===== src/rtl/tty_tx_pkg.sv =====
package tty_tx_pkg;
    localparam int DATA_W    = 8;
    localparam int STOP_BITS = 2;
    localparam int FILL_W    = $clog2(STOP_BITS + 1);

    typedef struct packed {
        logic [DATA_W-1:0] sr;
        logic [FILL_W-1:0] fill;
        logic              line;
    } shifter_state_t;
endpackage


===== src/rtl/tty_bit_divider.sv =====
module tty_bit_divider #(
    parameter int DIV = 16
) (
    input  logic clk,
    input  logic rst_n,
    input  logic en_i,
    output logic tick_o
);
    localparam int CNT_W = $clog2(DIV);

    logic [CNT_W-1:0] cnt_d, cnt_q;
    logic             wrap;

    assign wrap   = (cnt_q == CNT_W'(DIV - 1));
    assign tick_o = en_i && wrap;

    always_comb begin
        cnt_d = cnt_q;
        if (!en_i)     cnt_d = '0;
        else if (wrap) cnt_d = '0;
        else           cnt_d = cnt_q + 1'b1;
    end

    always_ff @(posedge clk or negedge rst_n) begin
        if (!rst_n) cnt_q <= '0;
        else        cnt_q <= cnt_d;
    end
endmodule


===== src/rtl/tty_frame_shifter.sv =====
module tty_frame_shifter
    import tty_tx_pkg::*;
(
    input  logic              clk,
    input  logic              rst_n,
    input  logic              load_i,
    input  logic [DATA_W-1:0] data_i,
    input  logic              start_i,
    input  logic              shift_i,
    output logic              line_o,
    output logic              marker_o
);
    shifter_state_t st_d, st_q;
    logic           fill_bit;

    assign fill_bit = (st_q.fill < FILL_W'(STOP_BITS));

    always_comb begin
        st_d = st_q;
        if (load_i) begin
            st_d.sr   = data_i;
            st_d.fill = '0;
        end else if (shift_i) begin
            st_d.line = st_q.sr[0];
            st_d.sr   = {fill_bit, st_q.sr[DATA_W-1:1]};
            if (fill_bit) st_d.fill = st_q.fill + 1'b1;
        end else if (start_i) begin
            st_d.line = 1'b0;
        end
    end

    always_ff @(posedge clk or negedge rst_n) begin
        if (!rst_n) begin
            st_q.sr   <= '0;
            st_q.fill <= FILL_W'(STOP_BITS);
            st_q.line <= 1'b1;
        end else begin
            st_q <= st_d;
        end
    end

    // Second stop bit sits alone in bit 0 once both fill ones are in.
    assign marker_o = (st_q.fill == FILL_W'(STOP_BITS)) &&
                      (st_q.sr == DATA_W'(1));
    assign line_o   = st_q.line;

    // no tick, no load -> register contents hold
    p_hold_no_shift_r1: assert property (@(posedge clk) disable iff (!rst_n)
        (!shift_i && !load_i) |=> $stable(st_q.sr));

    // a start request alone drives the line low next cycle
    p_start_low_r3: assert property (@(posedge clk) disable iff (!rst_n)
        (start_i && !shift_i && !load_i) |=> !line_o);

    // never more than the configured number of fill ones
    p_fill_bound_r5: assert property (@(posedge clk) disable iff (!rst_n)
        st_q.fill <= FILL_W'(STOP_BITS));
endmodule


===== src/rtl/tty_char_tx.sv =====
module tty_char_tx
    import tty_tx_pkg::*;
#(
    parameter int CLKS_PER_BIT = 16
) (
    input  logic              clk,
    input  logic              rst_n,
    input  logic              load_i,
    input  logic [DATA_W-1:0] bus_data_n_i,
    input  logic              start_i,
    input  logic              tx_en_i,
    output logic              line_o,
    output logic              sent_o,
    output logic              busy_o
);
    logic busy_d, busy_q;
    logic tick, accept, shift, start_ok, marker, done;

    assign accept   = load_i && !busy_q;
    assign shift    = tick && busy_q;
    assign start_ok = start_i && busy_q;
    assign done     = shift && marker;

    tty_bit_divider #(.DIV(CLKS_PER_BIT)) u_div (
        .clk    (clk),
        .rst_n  (rst_n),
        .en_i   (tx_en_i),
        .tick_o (tick)
    );

    tty_frame_shifter u_shift (
        .clk      (clk),
        .rst_n    (rst_n),
        .load_i   (accept),
        .data_i   (~bus_data_n_i),
        .start_i  (start_ok),
        .shift_i  (shift),
        .line_o   (line_o),
        .marker_o (marker)
    );

    always_comb begin
        busy_d = busy_q;
        if (accept)    busy_d = 1'b1;
        else if (done) busy_d = 1'b0;
    end

    always_ff @(posedge clk or negedge rst_n) begin
        if (!rst_n) busy_q <= 1'b0;
        else        busy_q <= busy_d;
    end

    assign sent_o = marker;
    assign busy_o = busy_q;

    // flag only while the first stop bit (mark) is on the line
    p_sent_on_mark_r6: assert property (@(posedge clk) disable iff (!rst_n)
        sent_o |-> line_o);

    // whenever idle the line rests at mark
    p_idle_mark_r9: assert property (@(posedge clk) disable iff (!rst_n)
        !busy_o |-> line_o);

    // a load during a frame does not end the frame
    p_busy_load_r8: assert property (@(posedge clk) disable iff (!rst_n)
        (load_i && busy_q && !done) |=> busy_q);
endmodule


===== config.mk =====
export PLATFORM = sky130hd
export DESIGN_NAME = tty_char_tx
export DESIGN_NICKNAME = d
export VERILOG_FILES = /design/src/rtl/tty_tx_pkg.sv /design/src/rtl/tty_bit_divider.sv /design/src/rtl/tty_frame_shifter.sv /design/src/rtl/tty_char_tx.sv
export SDC_FILE = /design/constraint.sdc
export NUM_CORES = 1
export LEC_CHECK = 0
export BUFFER_PORTS_ARGS = -buffer_cell sky130_fd_sc_hd__buf_2
export CAP_MARGIN = 20
export CORE_MARGIN = 4
export CORE_UTILIZATION = 56
export CTS_CLUSTER_SIZE = 16
export DETAILED_ROUTE_END_ITERATION = 10
export PLACE_DENSITY_LB_ADDON = 0.15
export SETUP_SLACK_MARGIN = 0.3
export SYNTH_ARGS = -nofsm -noshare
export SYNTH_HDL_FRONTEND = slang
export SYNTH_SLANG_ARGS = --single-unit

===== constraint.sdc =====
create_clock -name clk -period 2.28 [get_ports clk]
set_input_delay 0.228 -clock clk [delete_from_list [all_inputs] [get_ports clk]]
set_output_delay 0.228 -clock clk [all_outputs]
set_load 0.02 [all_outputs]

==> results of run 1 <==
-- area by class of cell --
| class | instances | area, sq um |
|---|---|---|
| flip-flops and latches | 16 | 402.9 |
| fillers | 110 | 400.4 |
| multi-input cells | 52 | 366.6 |
| repair buffers | 16 | 85.08 |
| clock buffers | 4 | 36.28 |
| well taps | 15 | 18.77 |
| inverters | 2 | 7.507 |
-- placed cells by master (no fill, tap or decap) --
master / n
a21oi_1: 1
nand3_1: 1
or3_1: 1
nand4b_1: 1
dfstp_2: 2
nand2b_1: 1
clkbuf_4: 3
xor2_1: 1
inv_1: 2
o21ai_0: 2
nor4b_2: 1
o221ai_1: 6
nand3b_1: 1
a311o_1: 1
nor3b_1: 1
dlygate4sd3_1: 1
o32a_1: 1
and3_1: 1
nor3_1: 1
buf_2: 15
mux2_4: 1
nand2_1: 10
mux2i_1: 1
o211ai_1: 2
nand4_1: 7
dfrtp_1: 14
nand3_4: 1
and2_1: 2
a21boi_0: 2
nor2_1: 3
clkbuf_8: 1
ha_1: 2
-- final timing paths --
path,startpoint,endpoint,slack [ns]
worst max-delay path,u_shift.st_q[2]$_DFFE_PN1P_,sent_o,0.42
worst min-delay path,bus_data_n_i[1],u_shift.st_q[4]$_DFFE_PN0P_,0.14
worst max register to register,busy_o$_DFFE_PN0P_,u_shift.st_q[10]$_DFFE_PN0P_,0.56
worst min register to register,u_div.cnt_q[0]$_DFF_PN0_,u_div.cnt_q[0]$_DFF_PN0_,0.51
max in group asynchronous,rst_n,u_shift.st_q[2]$_DFFE_PN1P_,1.62
min in group asynchronous,rst_n,u_div.cnt_q[0]$_DFF_PN0_,0.36
-- layer usage --
metal  global-route usage  routed length [um]
met2               0.3120                 807
met5                    0                   0
met4               0.1080                  44
met1               0.2376                 765
met3              0.02372                  63
-- metrics by stage --
step	hold slack [ns]	cell area (sq um)	instances	setup slack (ns)	total power, mW
after floorplan	-0.06759	800.8	75	0.7791	0.3535
after global placement	0.1585	864.6	100	0.6535	0.3771
after detailed placement	0.1599	864.6	100	0.5829	0.3804
after CTS	0.1373	910.9	105	0.3141	0.5720
after global routing	0.1485	917.1	105	0.3303	0.5905
final	0.1354	917.1	105	0.4248	0.5681
-- timing repair --
item                                    CTS  global route
gates resized for setup                   0             1
endpoints found under the setup margin    0             1
hold buffers                              1             0
hold endpoints to repair                 14             0
-- flip-flops by register name, indices dropped and copies added (netlist names) --
signal          cells
u_shift.st_q       10
u_div.cnt_q         4
busy_o              1
u_shift.line_o      1
-- cell families after synthesis --
| logic type | count (synthesis) |
|---|---|
| compound gates | 15 |
| xor+xnor | 1 |
| fa+ha+maj | 2 |
| buf+inv | 7 |
| flops | 16 |
| mux | 2 |
| simple gates | 32 |
-- power by group through the flow --
stage | sequential, mW | combinational (mW) | clock (mW)
floorplan | 0.323 | 0.0307 | 0
global placement | 0.327 | 0.0500 | 0
detailed placement | 0.328 | 0.0521 | 0
CTS | 0.323 | 0.0535 | 0.196
global route | 0.327 | 0.0604 | 0.203
finish | 0.325 | 0.0524 | 0.191
==> metrics, run 1 <==
status completed; WP data required between 2 and 2.5 ns; post-synth cell types 31; sequential power share 0.572; # IOs 16; row count 13; WL/cell about 16 um; first-pass GRT wire length 2.808 mm; most frequent cell after synthesis dfrtp_1; layout cells sized above 1 0.2667; Worst path depth 5; Post-synth EDFFs 0; Worst setup SP type register; Setup Buffers After CTS 0; YS warnings 0; final core area utilization 0.6961; clock power share 0.336; commonest cells in the netlist 14 x dfrtp_1, 10 x nand2_1, 7 x nand4_1; DR vias roughly 630; Clock Latency Late Sink ~0.29 ns; CP Cell Sequence ha_1 > nor4b_2 > nand3b_1 > nor2_1 > buf_2; synthesized area around 800 sq um; kind of critical path reg2out; Num CTS Buffers 3; IR drop worst, VDD 0.4591 mV; sw frac 0.2431; Synth Area in XOR/XNOR 0.01094; Die ar. roughly 2100 sq um; CTS tree done; RSZ-0062 raised after global routing no; final antenna-violating net count 0; GRT overflow 0; H-tree lvl count 1; largest family of logic cells by synthesized area simple AND/OR/NAND/NOR gates; power per cell area 619.4 nW/um^2; Pint between 400 and 500 uW; Vias/cell roughly 6.0; DRT Pass-1 Iters 4; main flop type after synthesis dfrtp_1; diode count 0; Clock Path Buffers 2; CP max stage delay approximately 0.56 ns; Max Cap Violations 0; die width ~46 um; largest net degree at the start of global routing 20; cells on worst reg2reg path 3; Tcrit/Tclk final 0.8137; initial antenna violation count 0; CTS clk-pin slew, worst paths about 0.10 ns; endpoints failing setup 0; Port Buf Inserts 15; Die H around 46 um; global-route usage over all layers 0.1899; Synth Area in Simple Gates 0.2297; switching pwr 138.1 uW; CTS Root Cell clkbuf_4; combinational share of power 0.092; Tightest Pin Transition about 0.62 ns; Post-Synth Adder-Cell Area 0.03125; Synth area leaders dfrtp_1 44%, dfstp_2 6.6%, o221ai_1 6.6%; Mapped Cells 75; Max Freq approximately 0.54 GHz; area leader, netlist dfrtp_1; compound-gate portion of the synthesized area 0.1469; worst path bufs/invs 1; clock sink total 16; family with the most delay on the worst path flip-flops; Area Growth Syn to Fin 14.53%; Seq/Total Area, Yosys 0.5031; Hold Fails Final Rpt 0; drt initial violations 12; Post-layout nets approximately 110; Hold Path Class in2reg; DP HPWL roughly 1.2 mm; Syn Nets 90; final WL approximately 1.7 mm; Slew HR 0.5847; Crit path arrival time about 1.6 ns; CP max stage cell dfstp_2; crit end category primary output; hold depth 2; DRC violations left 0; Max FO, Critical Path 3; Pleak about 0.40 nW; gpl congestion between 0.7 and 0.8; skew final ~0.0038 ns; Yosys top cell area share 0.4375; fin crit period 1.855 ns; ys async rst share 1.000; initial core utilization 0.6078; number of global-route vias before repair roughly 620; Core ar. 1318 sq um; Setup TNS 0 ns; Seq cells post-synth 16; fin. max-slew vios 0; Synth Area per Inst roughly 11 sq um; mux contribution to synthesized area 0.03125
Power figures use the tool's default switching activity.
==> inputs of run 2 (changes only) <==
--- a/config.mk
+++ b/config.mk
@@ -8,7 +8,7 @@
 export BUFFER_PORTS_ARGS = -buffer_cell sky130_fd_sc_hd__buf_2
 export CAP_MARGIN = 20
 export CORE_MARGIN = 4
-export CORE_UTILIZATION = 56
+export CORE_UTILIZATION = 52
 export CTS_CLUSTER_SIZE = 16
 export DETAILED_ROUTE_END_ITERATION = 10
 export PLACE_DENSITY_LB_ADDON = 0.15
==> constraint.sdc (replaced) <==
create_clock -name clk -period 1.93 [get_ports clk]
set_input_delay 0.193 -clock clk [delete_from_list [all_inputs] [get_ports clk]]
set_output_delay 0.193 -clock clk [all_outputs]
set_load 0.02 [all_outputs]
==> metrics, run 2 (same netlist as run 1, synthesis figures left out) <==
status completed; family with the most delay on the worst path flip-flops; Clock Latency Late Sink 0.28 ns (about the same); WP data required 1.74 ns (-0.31 ns); layout cells sized above 1 0.3263 (+0.05965); diode count 0 (unchanged); Worst path depth 5 (unchanged); Clock Path Buffers 2 (unchanged); fin crit period around 1.7 ns; Hold Fails Final Rpt 0 (unchanged); Worst Setup EP sent_o; Setup TNS 0 ns (unchanged); Hold Slack 0.1289 ns (-0.006516 ns); biggest regs u_shift.st_q: 10 flops, u_div.cnt_q: 4 flops; DRT Pass-1 Iters 4 (unchanged); CP max stage delay 0.56 ns (about the same); GRT overflow 0 (unchanged); WL/cell 14.99 um (-6.3%); Tcrit/Tclk final 0.8796; Vias/cell 6.182 (+2.9%); H-tree lvl count 1 (unchanged); row count 13 (unchanged); final antenna-violating net count 0 (unchanged); metal1 wirelength 751 um (-1.8%); Slew HR 0.5772 (-0.007508); Final WS setup 0.2325 ns (-0.1923 ns); crit path from u_shift.st_q[2]$_DFFE_PN1P_; Post-layout nets 111 (+4.7%); fin. max-slew vios 0 (unchanged); Placed Cells 101 (+1.0%); Max Freq just under 0.6 GHz; power per cell area 673.6 nW/um^2 (+8.7%); kind of critical path reg2out; cells on worst reg2reg path 6 (+3); largest net degree at the start of global routing 20 (unchanged); Post-Layout Cell Count 110 (+4.8%); endpoints failing setup 0 (unchanged); Max Cap Violations 0 (unchanged); gpl congestion 0.7978 (+3.1%); CTS Root Cell clkbuf_4; Pleak 0.4278 nW (+6.2%); die width 47.24 um (+3.1%); Hold Path Class in2reg; Num CTS Buffers 3 (unchanged); number of global-route vias before repair 615 (-0.65%); met2 wire length 777 um (-3.7%); Worst R2R End busy_o$_DFFE_PN0P_; Tightest Pin Transition 0.6342 ns (+0.01126 ns); RSZ-0062 raised after global routing yes; skew final 0.007474 ns (+0.003707 ns); Port Buf Inserts 15 (unchanged); Die H 47.24 um (+3.1%); DP HPWL 1.132 mm (-6.0%); met3 wire len 106 um (+68%); IR drop worst, VDD 0.3806 mV (-17%); R2R Path Start u_shift.st_q[2]$_DFFE_PN1P_; top layer in use met4; first-pass GRT wire length 2.704 mm (-3.7%); number of flip-flops in the largest register 10 (unchanged); initial core utilization 0.5792 (-0.02860); Area Growth Syn to Fin 23.28%; drt initial violations 18 (+6); pre-CTS WS 0.3147 ns (-0.2682 ns); final WL 1.649 mm (-1.8%); Die ar. 2232 sq um (+6.3%); DRC violations left 0 (unchanged); Worst setup SP type register; CP max stage cell dfstp_2; Pwr Total 665.0 uW (+17%); clock sink total 16 (unchanged); DR vias 680 (+7.8%); worst path bufs/invs 1 (unchanged); Max FO, Critical Path 2 (-1); commonest cells after routing, fill and taps aside 14 x dfrtp_1, 14 x buf_2, 10 x nand2_1; initial antenna violation count 0 (unchanged); Core ar. 1383 sq um (+4.9%); CTS tree done; crit end category primary output; Crit path arrival time 1.50 ns (-0.13 ns); Biggest register u_shift.st_q; global-route usage over all layers 0.1736 (-0.01632); R2R Setup Slk 0.33 ns (-0.23 ns); CP Cell Sequence ha_4 > nor4b_4 > nand3b_1 > nor2_1 > buf_4; CTS clk-pin slew, worst paths 0.10 ns (about the same); # IOs 16 (unchanged)
[run 2: timing repair]
action,in CTS,in global routing
endpoints found under the hold margin,14,0
setup buffers,2,2
setup endpoints to repair,2,3
hold buffers,1,0
pin swaps,2,2
resized for setup,6,2
[run 2: worst register-to-register path: cells and delay by family (launching register included)]
kind	cells	cell delay, ns
buffers and inverters	2	0.25
flip-flops	1	0.56
AO/OA/AOI/OAI	1	0.27
AND/OR/NAND/NOR	2	0.30
adder cells (fa/ha/maj)	1	0.12
[run 2: how the worst min path moves through the flow]
stage / slack [ns] / cells past startpoint / endpoint / start
floorplan: -0.10 / 0 / busy_o$_DFFE_PN0P_ / rst_n
finish: 0.13 / 2 / u_shift.st_q[4]$_DFFE_PN0P_ / bus_data_n_i[1]
detailed placement: 0.13 / 1 / u_div.cnt_q[2]$_DFF_PN0_ / rst_n
CTS: 0.11 / 2 / u_shift.st_q[4]$_DFFE_PN0P_ / bus_data_n_i[1]
global route: 0.14 / 2 / u_shift.st_q[4]$_DFFE_PN0P_ / bus_data_n_i[1]
global placement: 0.12 / 1 / u_div.cnt_q[2]$_DFF_PN0_ / rst_n
[run 2: final cells by class]
cell class / count / area [sq um]
tap: 15 / 18.77
sequential: 16 / 402.9
fill: 107 / 395.4
clock buffer: 4 / 36.28
multi-input combinational: 52 / 392.9
timing repair buffer: 21 / 128.9
inverter: 2 / 7.507
[run 2: layer usage]
| layer | global-route usage | vias up |
|---|---|---|
| met1 | 0.2317 | 326 |
| li1 | - | 329 |
| met2 | 0.2674 | 23 |
| met4 | 0.09945 | 0 |
| met3 | 0.02299 | 2 |
| met5 | 0 | - |
[run 2: power by group]
group	internal [mW]	total (mW)	switching [mW]	leakage, nW
Clock	0.115	0.217	0.102	0.0210
Combinational	0.0330	0.0629	0.0298	0.209
Sequential	0.360	0.386	0.0255	0.198
Total	0.508	0.665	0.157	0.428
[run 2: stage by stage]
| stage | util | area [sq um] |
|---|---|---|
| 5_1_grt | 0.7140 | 987.2 |
| 3_3_place_gp | 0.6308 | 872.1 |
| 6_report | 0.7140 | 987.2 |
| 4_1_cts | 0.6977 | 964.7 |
| 3_5_place_dp | 0.6308 | 872.1 |
| 2_1_floorplan | - | 800.8 |
